### config.mk
export PLATFORM = sky130hd
export DESIGN_NAME = dma_seq
export DESIGN_NICKNAME = d
export VERILOG_FILES = /design/src/rtl/dma_pkg.sv /design/src/rtl/dma_req_sync.sv /design/src/rtl/dma_arb.sv /design/src/rtl/dma_chan.sv /design/src/rtl/dma_seq.sv
export SDC_FILE = /design/constraint.sdc
export NUM_CORES = 1
export LEC_CHECK = 0
export ABC_AREA = 1
export BUFFER_PORTS_ARGS = -buffer_cell sky130_fd_sc_hd__buf_2
export CAP_MARGIN = 20
export CORE_UTILIZATION = 30
export CTS_BUF_LIST = sky130_fd_sc_hd__clkbuf_16
export DETAILED_ROUTE_END_ITERATION = 10
export GPL_ROUTABILITY_DRIVEN = 0
export MAX_ROUTING_LAYER = met4
export PLACE_DENSITY = 0.46
export SETUP_SLACK_MARGIN = 0.05
export SYNTH_ARGS = -nofsm -noshare
export SYNTH_HDL_FRONTEND = slang
export SYNTH_SLANG_ARGS = --single-unit
### constraint.sdc
create_clock -name clk -period 2.05 [get_ports clk]
set_input_delay 0.1025 -clock clk [delete_from_list [all_inputs] [get_ports clk]]
set_output_delay 0.1025 -clock clk [all_outputs]
set_load 0.02 [all_outputs]
### src/rtl/dma_pkg.sv
package dma_pkg;
  localparam int MODE_W  = 10;
  localparam int MB_SRC  = 0;
  localparam int MB_DST  = 2;
  localparam int MB_SYNC = 4;
  localparam int MB_TC   = 6;
  localparam int MB_BYTE = 7;
  localparam int MB_PRIO = 8;
  localparam int MB_EN   = 9;

  localparam logic [1:0] SEL_SRC  = 2'd0;
  localparam logic [1:0] SEL_DST  = 2'd1;
  localparam logic [1:0] SEL_CNT  = 2'd2;
  localparam logic [1:0] SEL_MODE = 2'd3;

  localparam logic [1:0] SYNC_FREE = 2'b00;
  localparam logic [1:0] SYNC_DST  = 2'b10;

  typedef enum logic [2:0] {
    ST_IDLE,
    ST_GRANT,
    ST_FETCH,
    ST_DEP,
    ST_GAP
  } seq_state_e;
endpackage

### src/rtl/dma_req_sync.sv
module dma_req_sync #(
  parameter int NCH = 2
) (
  input  logic           clk,
  input  logic           rst,
  input  logic [NCH-1:0] d,
  output logic [NCH-1:0] q
);
  for (genvar g = 0; g < NCH; g++) begin : g_sync
    logic meta;
    always_ff @(posedge clk) begin
      if (rst) begin
        meta <= 1'b0;
        q[g] <= 1'b0;
      end else begin
        meta <= d[g];
        q[g] <= meta;
      end
    end
  end
endmodule

### src/rtl/dma_arb.sv
module dma_arb #(
  parameter int NCH = 2,
  parameter int IW  = 1
) (
  input  logic [NCH-1:0] elig,
  input  logic [NCH-1:0] prio,
  input  logic [IW-1:0]  last,
  output logic           any,
  output logic [IW-1:0]  win
);
  always_comb begin
    logic found;
    logic [IW-1:0] idx;
    any   = |elig;
    win   = last;
    found = 1'b0;
    // first pass: high-priority channels, round-robin after last served
    for (int o = 1; o <= NCH; o++) begin
      idx = IW'((int'(last) + o) % NCH);
      if (!found && elig[idx] && prio[idx]) begin
        win   = idx;
        found = 1'b1;
      end
    end
    // second pass: any eligible channel
    for (int o = 1; o <= NCH; o++) begin
      idx = IW'((int'(last) + o) % NCH);
      if (!found && elig[idx]) begin
        win   = idx;
        found = 1'b1;
      end
    end
  end
endmodule

### src/rtl/dma_chan.sv
module dma_chan
  import dma_pkg::*;
#(
  parameter int AW = 16,
  parameter int CW = 16
) (
  input  logic              clk,
  input  logic              rst,
  input  logic              cfg_we,
  input  logic [1:0]        cfg_sel,
  input  logic [AW-1:0]     cfg_wdata,
  input  logic              adv,
  output logic [AW-1:0]     src,
  output logic [AW-1:0]     dst,
  output logic [CW-1:0]     cnt,
  output logic [MODE_W-1:0] mode
);
  logic [AW-1:0] step;
  assign step = mode[MB_BYTE] ? AW'(1) : AW'(2);

  function automatic logic [AW-1:0] stepped(input logic [AW-1:0] p,
                                            input logic [1:0] dir,
                                            input logic [AW-1:0] s);
    case (dir)
      2'b01:   return p + s;
      2'b10:   return p - s;
      default: return p;
    endcase
  endfunction

  always_ff @(posedge clk) begin
    if (rst) begin
      src  <= '0;
      dst  <= '0;
      cnt  <= '0;
      mode <= '0;
    end else begin
      if (adv) begin
        src <= stepped(src, mode[MB_SRC+1:MB_SRC], step);
        dst <= stepped(dst, mode[MB_DST+1:MB_DST], step);
        cnt <= cnt - CW'(1);
        if (mode[MB_TC] && cnt == CW'(1)) mode[MB_EN] <= 1'b0;
      end
      if (cfg_we) begin
        case (cfg_sel)
          SEL_SRC:  src  <= cfg_wdata;
          SEL_DST:  dst  <= cfg_wdata;
          SEL_CNT:  cnt  <= cfg_wdata[CW-1:0];
          default:  mode <= cfg_wdata[MODE_W-1:0];
        endcase
      end
    end
  end
endmodule

### src/rtl/dma_seq.sv
module dma_seq
  import dma_pkg::*;
#(
  parameter int NCH = 2,
  parameter int AW  = 16,
  parameter int DW  = 16,
  parameter int CW  = 16,
  localparam int IW = (NCH > 1) ? $clog2(NCH) : 1
) (
  input  logic           clk,
  input  logic           rst,
  input  logic [NCH-1:0] dreq,
  input  logic           hold,
  input  logic           lock,
  output logic           hold_ack,
  input  logic           cfg_we,
  input  logic [IW-1:0]  cfg_ch,
  input  logic [1:0]     cfg_sel,
  input  logic [AW-1:0]  cfg_wdata,
  output logic [AW-1:0]  bus_addr,
  output logic           bus_rd,
  output logic           bus_wr,
  output logic           bus_byte,
  output logic [DW-1:0]  bus_wdata,
  input  logic [DW-1:0]  bus_rdata,
  output logic [IW-1:0]  bus_ch
);
  logic [NCH-1:0]    sreq, elig, prio;
  logic [AW-1:0]     src_a [NCH];
  logic [AW-1:0]     dst_a [NCH];
  logic [CW-1:0]     cnt_a [NCH];
  logic [MODE_W-1:0] mode_a [NCH];

  seq_state_e        state, state_n;
  logic [1:0]        phase;
  logic [IW-1:0]     cur, last, win;
  logic              req_any, xfer_done;
  logic [DW-1:0]     data_q;
  logic [MODE_W-1:0] cur_mode;

  dma_req_sync #(.NCH(NCH)) sync_i (.clk(clk), .rst(rst), .d(dreq), .q(sreq));

  assign xfer_done = (state == ST_DEP) && (phase == 2'd3);

  for (genvar g = 0; g < NCH; g++) begin : g_ch
    dma_chan #(.AW(AW), .CW(CW)) chan_i (
      .clk(clk), .rst(rst),
      .cfg_we(cfg_we && (cfg_ch == IW'(g))),
      .cfg_sel(cfg_sel), .cfg_wdata(cfg_wdata),
      .adv(xfer_done && (cur == IW'(g))),
      .src(src_a[g]), .dst(dst_a[g]), .cnt(cnt_a[g]), .mode(mode_a[g])
    );
    assign elig[g] = mode_a[g][MB_EN] &&
                     ((mode_a[g][MB_SYNC+1:MB_SYNC] == SYNC_FREE) || sreq[g]);
    assign prio[g] = mode_a[g][MB_PRIO];
  end

  dma_arb #(.NCH(NCH), .IW(IW)) arb_i (
    .elig(elig), .prio(prio), .last(last), .any(req_any), .win(win)
  );

  assign cur_mode = mode_a[cur];

  always_comb begin
    state_n = state;
    case (state)
      ST_IDLE:  if (req_any && !hold && !lock) state_n = ST_GRANT;
      ST_GRANT: state_n = (hold || lock) ? ST_IDLE : ST_FETCH;
      ST_FETCH: if (phase == 2'd3) state_n = ST_DEP;
      ST_DEP:   if (phase == 2'd3)
                  state_n = (cur_mode[MB_SYNC+1:MB_SYNC] == SYNC_DST) ? ST_GAP : ST_IDLE;
      ST_GAP:   if (phase == 2'd1) state_n = ST_IDLE;
      default:  state_n = ST_IDLE;
    endcase
  end

  always_ff @(posedge clk) begin
    if (rst) begin
      state    <= ST_IDLE;
      phase    <= '0;
      cur      <= '0;
      last     <= '0;
      data_q   <= '0;
      hold_ack <= 1'b0;
    end else begin
      state    <= state_n;
      phase    <= (state_n != state) ? 2'd0 : phase + 2'd1;
      hold_ack <= hold && (state_n != ST_FETCH) && (state_n != ST_DEP);
      if (state == ST_IDLE && state_n == ST_GRANT) cur <= win;
      if (state == ST_GRANT && state_n == ST_FETCH) last <= cur;
      if (state == ST_FETCH && phase == 2'd3)
        data_q <= cur_mode[MB_BYTE] ? {{(DW-8){1'b0}}, bus_rdata[7:0]} : bus_rdata;
    end
  end

  assign bus_rd    = (state == ST_FETCH);
  assign bus_wr    = (state == ST_DEP);
  assign bus_addr  = bus_rd ? src_a[cur] : dst_a[cur];
  assign bus_byte  = (bus_rd || bus_wr) && cur_mode[MB_BYTE];
  assign bus_wdata = data_q;
  assign bus_ch    = cur;
endmodule

* Word level (Yosys, flattened, before mapping)
Index checks and enable logic that the tools add are counted.
** Storage, ports and cells
- Bits in registers :: 144
- Input bits :: 42
- Logic and storage cells :: 169
** Operators by class
- Add/sub/neg operators :: 13
- Magnitude comparators :: 3
- Eq/ne operators :: 24
- Mux-type cells :: 65
- Bitwise gates (word level) :: 4
- Reductions and logical operators :: 40
** Operators with widths (count)
- $mux 16 :: 26
- $pmux 16 s2 :: 4
- $add 16x16->16 :: 4
- $sub 16x16->16 :: 4
- $mux 10 :: 4
- $eq 16x1->1 const B :: 2
- $sub 16x1->16 const B :: 2
- $mux 8 :: 3
- $logic_and 1x1->1 :: 22
- $mux 1 :: 19
- $mux 3 :: 5
- $pmux 3 s5 :: 1
- $eq 2x2->1 const B :: 7
- $eq 2x1->1 const B :: 6
- $eq 3x2->1 const B :: 3
- $eq 3x1->1 const B :: 2
- $logic_not 2->1 :: 3
- $mux 2 :: 3
- $ne 3x2->1 const B :: 2
- $logic_not 1->1 :: 5
- $logic_or 1x1->1 :: 4
- $lt 1x2->1 const B :: 2
- $reduce_and 2->1 :: 2
- $reduce_or 2->1 :: 2
- other kinds (9) :: 12

* Longest topological paths before layout
Gate-level depths: netlist of the first run.
- Depth in word-level cells :: 17
- Depth in mapped cells :: 18
- Mapped depth without buffers :: 16

* Hierarchy
A second synthesis of the first run with hierarchy kept.
** Unflattened totals
- Cells, all modules :: 1984
- Area total of the unflattened synthesis :: 11900.2 µm²
** By module, submodules not included
- dma_chan (g_ch[0].chan_i) :: times used 1, cells each 873, area an instance 5058.6 µm², seq. area each 1161.1 µm²
- dma_chan (g_ch[1].chan_i) :: times used 1, cells each 869, area an instance 4989.8 µm², seq. area each 1161.1 µm²
- dma_seq :: times used 1, cells each 222, area an instance 1706.6 µm², seq. area each 480.5 µm²
- dma_req_sync :: times used 1, cells each 12, area an instance 110.1 µm², seq. area each 80.1 µm²
- dma_arb :: times used 1, cells each 8, area an instance 35.0 µm², seq. area each 0.0 µm²

* Worst setup path before layout of the first run
Ideal clock, no wire load.
- Path type :: reg-to-reg
- Start point :: register g_ch[0].chan_i.mode[2]
- End point :: register g_ch[0].chan_i.dst[4]
- Setup time :: 0.128 ns
- Arrival :: 1.956 ns
- Data required time :: 1.922 ns
- Slack :: -0.033 ns
- Stages on the path, launching flop included :: 16
- Path buffers :: 2
- Clock period less this slack :: 2.083 ns
- Cells stage by stage :: dfxtp_1 inv_1 ha_1 buf_2 buf_2 nand2_1 inv_1 fa_1 inv_1 nor2_1 nand2_1 nand2_1 xnor2_1 nand2_1 a22oi_1 nor2_1
** On the way
- Longest elaborated chain between the ends :: 5
** Ends and longest elaborated chain
- start, declared :: line dma_chan.sv:16 : output logic [MODE_W-1:0] mode
- start signal, assigned :: line dma_chan.sv:49 : default: mode <= cfg_wdata[MODE_W-1:0];
- $eq 2x2->1 or $eq 2x1->1 (tied branches) :: line dma_chan.sv:24 : case (dir)
- $pmux 16 s2 (*) :: line dma_chan.sv:24
- $mux 16 (*) :: line dma_chan.sv:38 : if (adv) begin
- $mux 16 :: line dma_chan.sv:45 : case (cfg_sel)
- $mux 16 (*) :: line dma_chan.sv:44 : if (cfg_we) begin
- end signal, assigned :: line dma_chan.sv:40 : dst <= stepped(dst, mode[MB_DST+1:MB_DST], step);
- end signal, assigned :: line dma_chan.sv:47 : SEL_DST: dst <= cfg_wdata;
- end, declared :: line dma_chan.sv:14 : output logic [AW-1:0] dst,
Mark *: on every way between the ends. The rest lies on a longest branch, timed or not.
A chain may end at the register's enable or synchronous reset.

* Final worst setup path of the first run
- Start point :: register g_ch[1].chan_i.mode[0]
- End point :: register g_ch[1].chan_i.src[13]
** On the way
- Longest elaborated chain between the ends :: 5
** Ends and longest elaborated chain
- start, declared :: line dma_chan.sv:16
- start signal, assigned :: line dma_chan.sv:49
- $eq 2x2->1 or $eq 2x1->1 (tied branches) :: line dma_chan.sv:24
- $pmux 16 s2 (*) :: line dma_chan.sv:24
- $mux 16 (*) :: line dma_chan.sv:38
- $mux 16 :: line dma_chan.sv:45
- $mux 16 (*) :: line dma_chan.sv:44
- end signal, assigned :: line dma_chan.sv:39 : src <= stepped(src, mode[MB_SRC+1:MB_SRC], step);
- end signal, assigned :: line dma_chan.sv:46 : SEL_SRC: src <= cfg_wdata;
- end, declared :: line dma_chan.sv:13 : output logic [AW-1:0] src,
Marks and branches as above.

==> flow_metrics.py, run 1 <==
metrics = {
    "run_status": {
        "status": "completed",
    },
    "synthesis": {
        "avgSynthCellArea_um2": 5.850,
        "synth_cells": 1992,
        "synth_area_leaders": "dfxtp_1, nand2_1, inv_1",
        "ys_warn_count": 0,
        "ys_ff_latch": 144,
        "yosysTopAreaCellShare": 0.2474,
        "yosysMostFrequentCell": "nand2_1",
        "synthFlopType": "dfxtp_1",
        "synth_commonest_cells": "nand2_1, inv_1, nor2_1, o21ai_0, a21oi_1",
        "synth_edf_count": 0,
        "seq_area_frac_synth": 0.2474,
        "syn-num-nets": 2060,
        "synthDistinctLibCells": 47,
        "synth_top_cell_by_area": "dfxtp_1",
        "synthArstFlopShare": 0,
        "synthesis.area_um2": 11650,
    },
    "timing": {
        "period_needed_ns": 1.937,
        "hold_violations": 0,
        "rsz0062_at_grt": "true",
        "finClkSkew_ns": 0.01128,
        "slew_viol_final": 0,
        "fmax_mhz": 516.3,
        "setup_ws_ns": 0.1132,
        "holdWs_ns": 0.06976,
        "totalNegativeSetupSlack_ns": 0,
        "finalCritPeriodShare": 0.9448,
        "worstMarginPinSlew_ns": 0.6986,
        "max_slew_margin": 0.5337,
        "setup_violations": 0,
    },
    "die": {
        "die_x_um": 199.1,
        "initial_core_util": 0.3072,
        "die_h_um": 199.1,
        "core_um2": 37930,
        "ios": 79,
        "dieArea_um2": 39630,
        "fp-row-count": 71,
    },
    "grt": {
        "grt_pass1_vias": 11780,
        "grt_max_degree": 66,
        "antenna_found_initial": 5,
        "grt_usage": 0.2223,
        "grt_pass1_wl_um": 65320,
        "grt_remaining_overflow": 0,
    },
    "drt": {
        "wl_um": 43040,
        "via_count": 12750,
        "route.detailed.drc": 0,
        "ant_nets": 0,
        "viasPerCell": 4.817,
        "drt_pass1_iterations": 5,
        "drtIter0Drc": 1019,
        "avgRoutedWirePerCell_um": 16.26,
    },
    "final_layout": {
        "area_growth_pct": 24.46,
        "drive_gt1_frac": 0.1993,
        "final_util": 0.3823,
        "num-fill-cells": 4213,
        "final_area_um2": 14500,
        "fin_nets": 2188,
    },
    "setup_path": {
        "critical_path_arrival_ns": 2.32,
        "worstPathRequired_ns": 2.43,
        "crit_type": "reg2reg",
        "end_kind": "flip-flop",
        "start_kind": "flip-flop",
        "cp_max_fo": 11,
    },
    "clock_network": {
        "clkLatencyLatePin_ns": 0.45,
        "clock-sinks": 144,
        "htreeDepth": 4,
        "cts-root-buf": "clkbuf_16",
        "clk_pin_slew_ns": 0.07,
        "numCtsBuffers": 17,
        "cts_tree": "built",
        "clock_path_buffers": 2,
    },
    "run": {
        "drv_cap": 0,
    },
    "power": {
        "peakVddDrop_mv": 0.6012,
        "p_leak_nw": 6.812,
        "cellPowerDensity_nw_per_um2": 511.2,
    },
    "place": {
        "port_buffers": 78,
        "dp_hpwl_um": 30270,
        "place_ws_ns": 0.02771,
        "placed_area_um2": 12840,
    },
    "min_path": {
        "hp-class": "in2reg",
    },
}
## critical path: stages (launching register included)
cell and delay, ns:
dfxtp_2 0.34, inv_4 0.05, ha_4 0.16, buf_4 0.15
clkbuf_16 0.17, nand2_1 0.09, nand2_2 0.08, buf_4 0.14
nand3_1 0.09, nand2_1 0.11, a21oi_2 0.18, nand2_1 0.07
nand2_1 0.06, nand3_1 0.06, a21oi_1 0.12
## through the flow
step | cells | power (mW)
after floorplan | 1992 | 3.746
after global placement | 2567 | 4.157
after detailed placement | 2567 | 4.165
after CTS | 2620 | 7.390
after global routing | 2646 | 7.741
final | 2646 | 7.413
## kinds of logic after synthesis
group / share of synthesized area
xor+xnor: 0.01879
simple gates: 0.3896
buf+inv: 0.1283
compound gates: 0.1846
mux: 0.0008590
flops: 0.2474
fa+ha+maj: 0.03049
## final timing paths
path | start | endpoint | slack [ns] | cells past startpoint
max | g_ch[1].chan_i.mode[0] | g_ch[1].chan_i.src[13] | 0.11 | 14
min reg2reg | sync_i.g_sync[0].meta | sync_i.q[0] | 0.41 | 2
max reg2reg | g_ch[1].chan_i.mode[0] | g_ch[1].chan_i.src[13] | 0.11 | 14
min | rst | g_ch[1].chan_i.cnt[6] | 0.07 | 4
## flip-flops by register name (all words and copies together) (netlist names), 2 cells and up
register	count
bus_wdata	16
g_ch.chan_i.cnt	32
g_ch.chan_i.dst	32
g_ch.chan_i.mode	20
g_ch.chan_i.src	32
phase	2
state	3
sync_i.g_sync.meta	2
sync_i.q	2
## repair_timing
item | 4_1_cts | 5_1_grt
cloned | 1 | 6
hold buffers | 19 | 0
buffers inserted | 2 | 17
pin swaps | 4 | 49
resized for setup | 27 | 181
endpoints found under the hold margin | 19 | 0
endpoints found under the setup margin | 27 | 75
## power by group
| part | switching, mW | internal (mW) | total (mW) |
|---|---|---|---|
| registers | 0.107 | 2.89 | 3.00 |
| logic | 0.783 | 0.465 | 1.25 |
| clock network | 1.39 | 1.78 | 3.17 |
## layout make-up
class / instances / area (µm²) / area share
Antenna cell: 3 / 7.507 / 0.0005176
Tap cell: 511 / 639.4 / 0.04409
Sequential cell: 144 / 2900 / 0.2000
Multi-Input combinational cell: 1483 / 7800 / 0.5378
Clock buffer: 17 / 425.4 / 0.02933
Timing Repair Buffer: 181 / 1450 / 0.09999
Clock inverter: 14 / 142.6 / 0.009835
Timing Repair inverter: 2 / 15.01 / 0.001035
Inverter: 291 / 1122 / 0.07739
## layer usage
metal,track usage,part of all wire,routed length [µm]
met1,0.2954,0.49,20890
met2,0.3489,0.45,19240
met3,0.03612,0.050,2142
met4,0.05641,0.018,765
met5,-,0,0
## cells in the final DEF, fill, tap and decap left out, drive strengths merged, types with 6 or more instances in the layout
cell type	Yosys	layout
a21oi	149	149
nand4	14	14
o211ai	27	27
buf	36	157
inv	289	294
xor2	16	16
nor3	7	7
xnor2	9	9
dlygate4sd3	0	19
clkinvlp	0	6
nand2	587	587
nand3	146	146
o21ai	186	186
dfxtp	144	144
a211oi	7	7
o21bai	11	11
and2	7	7
nor2	257	257
clkbuf	38	22
a31oi	10	10
nand3b	8	8
ha	22	22
No activity file was read; power rests on OpenSTA's default activity.
==> run 2: changes to the inputs <==
--- a/config.mk
+++ b/config.mk
@@ -14,6 +14,7 @@
 export GPL_ROUTABILITY_DRIVEN = 0
 export MAX_ROUTING_LAYER = met4
 export PLACE_DENSITY = 0.46
+export REMOVE_ABC_BUFFERS = 1
 export SETUP_SLACK_MARGIN = 0.05
 export SYNTH_ARGS = -nofsm -noshare
 export SYNTH_HDL_FRONTEND = slang
==> run 2 against run 1 <==
Net effect:
- clock power grew 8.2%
- largest cell class unchanged
- combinational power grew 3%
- flip-flop and latch count unchanged
- critical path type unchanged
- final cell count up 0.30%
==> flow_metrics.py, run 2 (synthesis gave the netlist of run 1 again) <==
metrics = {
    "run_status": {
        "status": "completed",
    },
    "setup_path": {
        "cp_max_fo": 9,
        "critical_path_arrival_ns": 2.29,
        "start_kind": "flip-flop",
        "crit_top_cell": "nand2_1",
        "critical_path.slowest_cell": "dfxtp_2",
        "critPathMaxStageDelay_ns": 0.34,
        "crit_type": "reg2reg",
        "end_kind": "flip-flop",
        "cp.depth": 15,
        "path_delay_family": "simple AND/OR/NAND/NOR gates",
        "path_cells": "inv_4 > ha_4 > buf_12 > buf_8 > nand2_1 > inv_1 > nor2_4 > nand2_1 > buf_4 > nor2_1 > a21oi_2 > nand2_1 > nand2_1 > nand3_2 > a21oi_2",
        "cp.buffers_inverters": 5,
        "worstPathRequired_ns": 2.38,
        "worstRegToRegCells": 15,
    },
    "place": {
        "port_buffers": 78,
        "dp_hpwl_um": 30370,
    },
    "timing": {
        "slew_viol_final": 0,
        "worstMarginPinSlew_ns": 0.7368,
        "fmax_mhz": 510.7,
        "hold_violations": 0,
        "finClkSkew_ns": 0.01436,
        "finalCritPeriodShare": 0.9551,
        "rsz0062_at_grt": "true",
        "setup_violations": 0,
        "period_needed_ns": 1.958,
        "max_slew_margin": 0.5083,
    },
    "drt": {
        "drt_pass1_iterations": 5,
        "ant_nets": 0,
        "route.detailed.drc": 0,
        "drtIter0Drc": 926,
        "via_count": 13040,
        "viasPerCell": 4.912,
        "wl_um": 44930,
        "avgRoutedWirePerCell_um": 16.93,
    },
    "clock_network": {
        "cts-root-buf": "clkbuf_16",
        "clkLatencyLatePin_ns": 0.45,
        "clock-sinks": 144,
        "htreeDepth": 4,
        "cts_tree": "built",
        "clock_path_buffers": 2,
        "clk_pin_slew_ns": 0.07,
        "numCtsBuffers": 17,
    },
    "final_layout": {
        "fin_nets": 2198,
        "area_growth_pct": 26.39,
        "final_util": 0.3883,
        "top_regs": "g_ch.chan_i.cnt (32), g_ch.chan_i.dst (32), g_ch.chan_i.src (32)",
        "mostFrequentLayoutCells": "nand2_1, inv_1, nor2_1",
        "layout_commonest_cell": "nand2_1",
        "drive_gt1_frac": 0.2073,
    },
    "die": {
        "initial_core_util": 0.3072,
        "dieArea_um2": 39630,
        "fp-row-count": 71,
        "ios": 79,
        "core_um2": 37930,
        "die_x_um": 199.1,
        "die_h_um": 199.1,
    },
    "run": {
        "drv_cap": 0,
    },
    "min_path": {
        "hold_depth": 3,
        "hp-class": "in2reg",
    },
    "grt": {
        "grt_max_degree": 73,
        "grt_pass1_vias": 12130,
        "antenna_found_initial": 2,
        "grt_usage": 0.2319,
        "grt_remaining_overflow": 0,
        "grt_pass1_wl_um": 68050,
    },
    "power": {
        "cellPowerDensity_nw_per_um2": 523.1,
        "finalPower_mw": 7.704,
        "peakVddDrop_mv": 0.6190,
        "p_leak_nw": 6.931,
    },
}
==> run 2: routing by layer <==
layer	routed length, µm	vias up	track usage	part of all wire
met5	0	-	-	0
met4	1043	0	0.06724	0.023
met3	2098	51	0.03291	0.047
met2	20000	328	0.3617	0.45
met1	21790	6037	0.3098	0.48
li1	-	6620	-	-
==> run 2: where the power goes <==
group	leakage (nW)	switching, mW	total [mW]	internal [mW]
Combinational	5.46	0.812	1.29	0.474
Sequential	1.18	0.105	2.99	2.89
Clock	0.299	1.39	3.43	2.03
==> run 2: worst paths after layout <==
kind / from / end / slack (ns)
setup / recovery: g_ch[0].chan_i.mode[0] / g_ch[0].chan_i.src[14] / 0.09
hold / removal: cfg_wdata[1] / g_ch[0].chan_i.mode[1] / 0.06
setup reg to reg: g_ch[0].chan_i.mode[0] / g_ch[0].chan_i.src[14] / 0.09
hold reg to reg: sync_i.g_sync[1].meta / sync_i.q[1] / 0.41
==> run 2: final cells by class <==
type                    count  area, µm²
fillers                  4185      23200
multi-input cells        1483       7869
flip-flops and latches    144       2907
repair buffers            192       1559
inverters                 291       1126
well taps                 511      639.4
clock buffers              17      425.4
clock inverters            14      191.4
repair inverters            1      8.758
diodes                      1      2.502
==> run 2: what timing repair did <==
item	CTS	global route
pin swaps	1	74
hold buffers	19	0
gates cloned	2	4
setup buffers	4	22
setup endpoints to repair	29	71
hold endpoints to repair	19	0
resized for setup	43	201
==> run 2: stage by stage <==
step / hold slack [ns] / instance area, µm² / std cells / TNS (ns) / setup WS [ns]
6_report: 0.06275 / 14730 / 2654 / 0 / 0.09208
5_1_grt: 0.07191 / 14730 / 2654 / -0.04939 / -0.01692
4_1_cts: 0.05964 / 13840 / 2627 / 0 / 0.02566
3_5_place_dp: 0.3117 / 12870 / 2571 / 0 / 0.02102
3_3_place_gp: 0.3050 / 12870 / 2571 / -0.0008689 / -0.0008689
2_1_floorplan: 0.1716 / 11250 / 1918 / -75.51 / -0.9886
==> run 2: worst min-delay path: stages <==
cell,delay [ns]
buf_2,0.19
nor2_1,0.13
nor2_1,0.05
